===== src/rtl/fipulse_pkg.sv =====
package fipulse_pkg;

    // Arming state of the whole pulse generator
    typedef enum logic [1:0] {
        ARM_OFF,
        ARM_WAIT,
        ARM_RUN
    } arm_state_e;

    // Per-tick command broadcast to every channel
    typedef struct packed {
        logic clear;   // timer disabled: drop everything
        logic load;    // arm or re-arm: fire on the next tick
        logic step;    // ordinary tick while running
    } chan_cmd_t;

    localparam int EVT_W   = 8;
    localparam int EVT_TOP = 7;

    // Event bit position owned by a channel
    function automatic int evt_pos(input int ch);
        return EVT_TOP - ch;
    endfunction

endpackage


===== src/rtl/fipulse_arm.sv =====
module fipulse_arm
    import fipulse_pkg::*;
(
    input  logic      clk,
    input  logic      rst,
    input  logic      enable_i,
    input  logic      tick_i,
    input  logic      align_en_i,
    input  logic      realign_dis_i,
    input  logic      alarm_hit_i,
    output chan_cmd_t cmd_o
);

    arm_state_e st_q;
    logic       running;
    logic       start_now;
    logic       realign_now;
    logic       load_now;

    always_comb begin
        running     = (st_q == ARM_RUN);
        start_now   = !running && (!align_en_i || alarm_hit_i);
        realign_now = running && alarm_hit_i && !realign_dis_i;
        load_now    = enable_i && tick_i && (start_now || realign_now);
    end

    always_comb begin
        cmd_o.clear = !enable_i;
        cmd_o.load  = load_now;
        cmd_o.step  = enable_i && tick_i && running && !load_now;
    end

    always_ff @(posedge clk) begin
        if (rst) begin
            st_q <= ARM_OFF;
        end else if (!enable_i) begin
            st_q <= ARM_OFF;
        end else if (load_now) begin
            st_q <= ARM_RUN;
        end else if (st_q == ARM_OFF) begin
            st_q <= ARM_WAIT;
        end
    end

endmodule


===== src/rtl/fipulse_chan.sv =====
module fipulse_chan
    import fipulse_pkg::*;
#(
    parameter int PER_W   = 32,
    parameter int PRSC_W  = 16,
    parameter int TICK_NS = 10
) (
    input  logic              clk,
    input  logic              rst,
    input  chan_cmd_t         cmd_i,
    input  logic [PER_W-1:0]  period_i,
    input  logic [PRSC_W-1:0] width_i,
    output logic              fire_o,
    output logic              pulse_o
);

    localparam logic [PER_W-1:0] STEP = PER_W'(TICK_NS);

    logic [PER_W-1:0]  cnt_q;
    logic [PRSC_W-1:0] wid_q;
    logic              expire;

    // Remaining time has reached zero or below within this tick
    assign expire  = (cnt_q < STEP);
    assign fire_o  = cmd_i.step && expire;
    assign pulse_o = (wid_q != '0);

    always_ff @(posedge clk) begin
        if (rst || cmd_i.clear) begin
            cnt_q <= '0;
            wid_q <= '0;
        end else if (cmd_i.load) begin
            cnt_q <= '0;
            if (wid_q != '0) wid_q <= wid_q - 1'b1;
        end else if (cmd_i.step) begin
            if (expire) begin
                cnt_q <= period_i;
                wid_q <= width_i;
            end else begin
                cnt_q <= cnt_q - STEP;
                if (wid_q != '0) wid_q <= wid_q - 1'b1;
            end
        end
    end

endmodule


===== src/rtl/fipulse_gen.sv =====
module fipulse_gen
    import fipulse_pkg::*;
#(
    parameter int NCH     = 3,
    parameter int TICK_NS = 10,
    parameter int TIME_W  = 64,
    parameter int PER_W   = 32,
    parameter int PRSC_W  = 16
) (
    input  logic                 clk,
    input  logic                 rst,
    input  logic                 enable_i,
    input  logic                 align_en_i,
    input  logic                 realign_dis_i,
    input  logic                 tick_i,
    input  logic [TIME_W-1:0]    time_i,
    input  logic [TIME_W-1:0]    alarm_i,
    input  logic [PRSC_W-1:0]    prsc_i,
    input  logic [NCH*PER_W-1:0] per_i,
    input  logic [EVT_W-1:0]     evt_clr_i,
    output logic [NCH-1:0]       pulse_o,
    output logic [EVT_W-1:0]     evt_o
);

    localparam int PER_BUS = NCH * PER_W;

    logic [PRSC_W-1:0]  prsc_q;
    logic [PRSC_W-1:0]  width;
    logic [PER_BUS-1:0] per_q;
    logic               alarm_hit;
    chan_cmd_t          cmd;
    logic [NCH-1:0]     fire;
    logic [EVT_W-1:0]   evt_q;
    logic [EVT_W-1:0]   evt_set;

    // Settings are only taken while the timer is disabled
    always_ff @(posedge clk) begin
        if (rst) begin
            prsc_q <= '0;
            per_q  <= '0;
        end else if (!enable_i) begin
            prsc_q <= prsc_i;
            per_q  <= per_i;
        end
    end

    assign width     = (prsc_q == '0) ? PRSC_W'(1) : prsc_q;
    assign alarm_hit = (time_i == alarm_i);

    fipulse_arm u_arm (
        .clk          (clk),
        .rst          (rst),
        .enable_i     (enable_i),
        .tick_i       (tick_i),
        .align_en_i   (align_en_i),
        .realign_dis_i(realign_dis_i),
        .alarm_hit_i  (alarm_hit),
        .cmd_o        (cmd)
    );

    for (genvar c = 0; c < NCH; c++) begin : g_chan
        fipulse_chan #(
            .PER_W  (PER_W),
            .PRSC_W (PRSC_W),
            .TICK_NS(TICK_NS)
        ) u_chan (
            .clk     (clk),
            .rst     (rst),
            .cmd_i   (cmd),
            .period_i(per_q[c*PER_W +: PER_W]),
            .width_i (width),
            .fire_o  (fire[c]),
            .pulse_o (pulse_o[c])
        );
    end

    always_comb begin
        evt_set = '0;
        for (int c = 0; c < NCH; c++) begin
            evt_set[evt_pos(c)] = fire[c];
        end
    end

    // Sticky flags, write-one-to-clear, a new pulse wins
    always_ff @(posedge clk) begin
        if (rst) evt_q <= '0;
        else     evt_q <= (evt_q & ~evt_clr_i) | evt_set;
    end

    assign evt_o = evt_q;

endmodule


===== config.mk =====
export PLATFORM = sky130hd
export DESIGN_NAME = fipulse_gen
export DESIGN_NICKNAME = d
export VERILOG_FILES = /design/src/rtl/fipulse_pkg.sv /design/src/rtl/fipulse_arm.sv /design/src/rtl/fipulse_chan.sv /design/src/rtl/fipulse_gen.sv
export SDC_FILE = /design/constraint.sdc
export NUM_CORES = 1
export LEC_CHECK = 0
export BUFFER_PORTS_ARGS = -buffer_cell sky130_fd_sc_hd__clkbuf_2
export CAP_MARGIN = 0
export CORE_UTILIZATION = 56
export DETAILED_ROUTE_END_ITERATION = 8
export GPL_TIMING_DRIVEN = 0
export MAX_ROUTING_LAYER = met4
export PLACE_DENSITY = 0.88
export SETUP_SLACK_MARGIN = 0.02
export SLEW_MARGIN = 5
export SYNTH_ARGS = -nofsm -noshare
export SYNTH_HDL_FRONTEND = slang
export SYNTH_SLANG_ARGS = --single-unit

===== constraint.sdc =====
create_clock -name clk -period 4.3 [get_ports clk]
set_input_delay 1.075 -clock clk [delete_from_list [all_inputs] [get_ports clk]]
set_output_delay 1.075 -clock clk [all_outputs]
set_load 0.01 [all_outputs]

==> summary.md <==
| Metric | Value |
|---|---|
| Switch Pwr | `0.00152 W` |
| DIE WIDTH | `157 um` |
| Core area | `23500 um2` |
| Number of global-route vias before repair | `13.8k` |
| Height of the die | `157 um` |
| Critical path data arrival time | `around 4700 ps` |
| Fill cells | `1866` |
| Initial core utilization | `57.2%` |
| Post-synthesis register bit count | `260` |
| Gr usage total | `37.2%` |
| Synth top area share | `38.8%` |
| Sequential power share | `42.7%` |
| Pre-antenna DRT Iters | `7` |
| Most frequent cells in the layout | `262 x clkbuf_2, 260 x nor2_1, 260 x dfxtp_1` |
| F_max | `approximately 240 MHz` |
| Nets | `2201` |
| Worst skew pair latency | `around 560 ps` |
| Skew final | `19.7 ps` |
| Routed WL per cell | `19.6 um` |
| Ys async rst share | `0%` |
| Synth top area cells | `dfxtp_1 39%, mux2i_1 11%, nor2_1 7.3%, nand2_1 4.1%, a21oi_1 4.1%` |
| Hpwl dp | `32.6 mm` |
| Post-synth net total | `1911` |
| Logic gate share of total power | `12.4%` |
| Clock power frac | `between 40 and 50%` |
| Synth warn | `0` |
| Vias per inst | `6.22` |
| Std cell rows | `56` |
| First-pass GRT wire length | `70.0 mm` |
| Final setup violation count | `0` |
| Number of I/O pins | `265` |
| Crit share post-route | `97.6%` |
| Detailed Route WL | `approximately 45 mm` |
| Max H-tree Level | `1` |
| CP required | `4790 ps` |
| Largest net degree at the start of global routing | `15` |
| Max Cap Viol | `0` |
| Yosys cell types | `72` |
| Minimum clock period | `4200 ps` |
| Cts bufs inserted | `27` |
| Main synth FF type | `dfxtp_1` |
| Pre-CTS setup slack | `-721 ps` |
| Mapped Cells | `1650` |
| DR iter-0 viols | `1632` |
| Worst min-delay path class | `register to register` |
| Commonest non-fill, non-tap cell in the layout | `clkbuf_2` |
| Post-synth EDFFs | `0` |
| Outcome | `complete, no violations` |
| Unrepaired setup endpoints after global routing | `no` |
| Clock transition at path regs | `~60 ps` |
| Crit end category | `register` |
| Final antenna-violating net count | `0` |
| Fin worst setup slack | `a little over 100 ps` |
| Peak supply drop | `about 0.40 mV` |
| CTS Sinks | `260` |
| Switching share of power | `25.5%` |
| TNS Setup | `0 ps` |
| Non-filler cells, final | `roughly 2.3k` |
| Inst Count DP | `2230` |
| Bufs on Longest Clock Path | `3` |
| # DRC | `0` |
| Clock Tree Root | `clkbuf_16` |
| Worst slew pin tran | `between 900 and 1000 ps` |
| Synth-to-Final Area Change | `20.4%` |
| P per Cell Area | `368 nW/um2` |
| Grt total ovfl | `0` |
| Routability congestion estimate | `0.957` |
| Internal | `0.00444 W` |
| Final core utilization | `68.8%` |
| Share of layout cells above drive strength 1 | `~18%` |
| IO Port Bufs | `approximately 260` |
| Max Slew Vio Count | `0` |
| Initial antenna violation count | `0` |
| Syn Std Cell Area | `around 13000 um2` |
| LEAKAGE | `6.80 nW` |
| Sequential share of the synthesized area | `just under 40%` |
| Hold Slack | `464 ps` |
| Max_slew headroom | `roughly a third` |
| CTS tree | `yes` |
| Die area | `24600 um2` |
| Critical path peak fanout | `10` |
| Post-Syn Area per Cell | `8.13 um2` |
| Worst setup SP type | `input port` |
| Via count | `~14k` |
| Final Hold Violating Endpoints | `0` |
| Synth area leader | `dfxtp_1` |
| CP Class | `input port to register` |
[cell usage after synthesis (all sizes together) (32+ instances only)]
cell    number
nor2       261
dfxtp      260
nand2      151
mux2i      145
a21oi      109
clkbuf      74
nor3        69
o21ai       69
xor2        57
or3         36
buf         33
nor4        32
[worst max-delay path, cell delays in order]
cell,delay (ps)
clkbuf_2,90
xor2_1,150
nor4_1,570
nand3_1,170
nor3_2,390
a21o_1,380
clkbuf_1,560
clkbuf_2,450
buf_1,570
nor2_1,110
nor3_1,170
[path summary, 6_finish.rpt]
path / endpoint / cells after the start / slack, ps / startpoint
min reg2reg: g_chan[0].u_chan.wid_q[15]$_SDFFE_PP0P_ / 1 / 460 / g_chan[0].u_chan.wid_q[15]$_SDFFE_PP0P_
max reg2reg: g_chan[0].u_chan.cnt_q[31]$_SDFFE_PP0N_ / 10 / 520 / u_arm.st_q[1]$_SDFFE_PP0P_
max: g_chan[0].u_chan.cnt_q[31]$_SDFFE_PP0N_ / 11 / 100 / alarm_i[51]
min: g_chan[0].u_chan.wid_q[15]$_SDFFE_PP0P_ / 1 / 460 / g_chan[0].u_chan.wid_q[15]$_SDFFE_PP0P_
[power groups by stage]
| stage | combinational [W] | sequential, W | clock [W] |
|---|---|---|---|
| after floorplan | 0.000456 | 0.00256 | 0 |
| after global placement | 0.000694 | 0.00259 | 0 |
| after detailed placement | 0.000718 | 0.00259 | 0 |
| after CTS | 0.000725 | 0.00254 | 0.00267 |
| after global routing | 0.000806 | 0.00255 | 0.00276 |
| final | 0.000739 | 0.00254 | 0.00267 |
[final cells by class]
type	instances	area, um2	area share [%]
clock inverter	13	239	1.48
tap	319	399	2.47
timing repair buffer	261	1310	8.08
multi-input combinational	1257	7680	47.5
inverter	26	97.6	0.604
sequential	260	5200	32.2
antenna	1	2.50	0.0155
clock buffer	37	783	4.85
buffer	107	447	2.76
[timing repair]
action,4_1_cts,5_1_grt
hold buffers,0,0
gates resized for setup,1,1
buffers inserted,0,0
setup endpoints to repair,10,14
[routing by layer]
metal	GRT usage (%)	share of wire, %	vias up
li1	-	-	6525
met1	44.5	38	6589
met2	57.7	46	867
met3	7.75	11	205
met4	22.2	5.7	0
met5	-	0	-
[cell families (layout without fill, tap and decap cells)]
group	Yosys count	count (layout)	synth area share, %
flip-flops	260	260	38.8
other	0	1	0
multiplexers	147	147	11.0
XOR/XNOR	66	66	4.31
adder cells (fa/ha/maj)	7	7	0.653
buffers and inverters	133	444	4.05
AO/OA/AOI/OAI	364	364	17.6
AND/OR/NAND/NOR	673	673	23.6
[sequential cells by signal, summed over array words and instances, names as in the netlist]
name                 count
g_chan.u_chan.cnt_q     93
per_q                   93
g_chan.u_chan.wid_q     48
prsc_q                  16
evt_o                    8
u_arm.st_q               2
[stage by stage]
| step | instance area, um2 | power [W] |
|---|---|---|
| global route | 16200 | 0.00611 |
| global placement | 15100 | 0.00329 |
| finish | 16200 | 0.00595 |
| detailed placement | 15100 | 0.00331 |
| CTS | 16100 | 0.00594 |
| floorplan | 13400 | 0.00302 |
No activity file was read; power rests on OpenSTA's default activity.
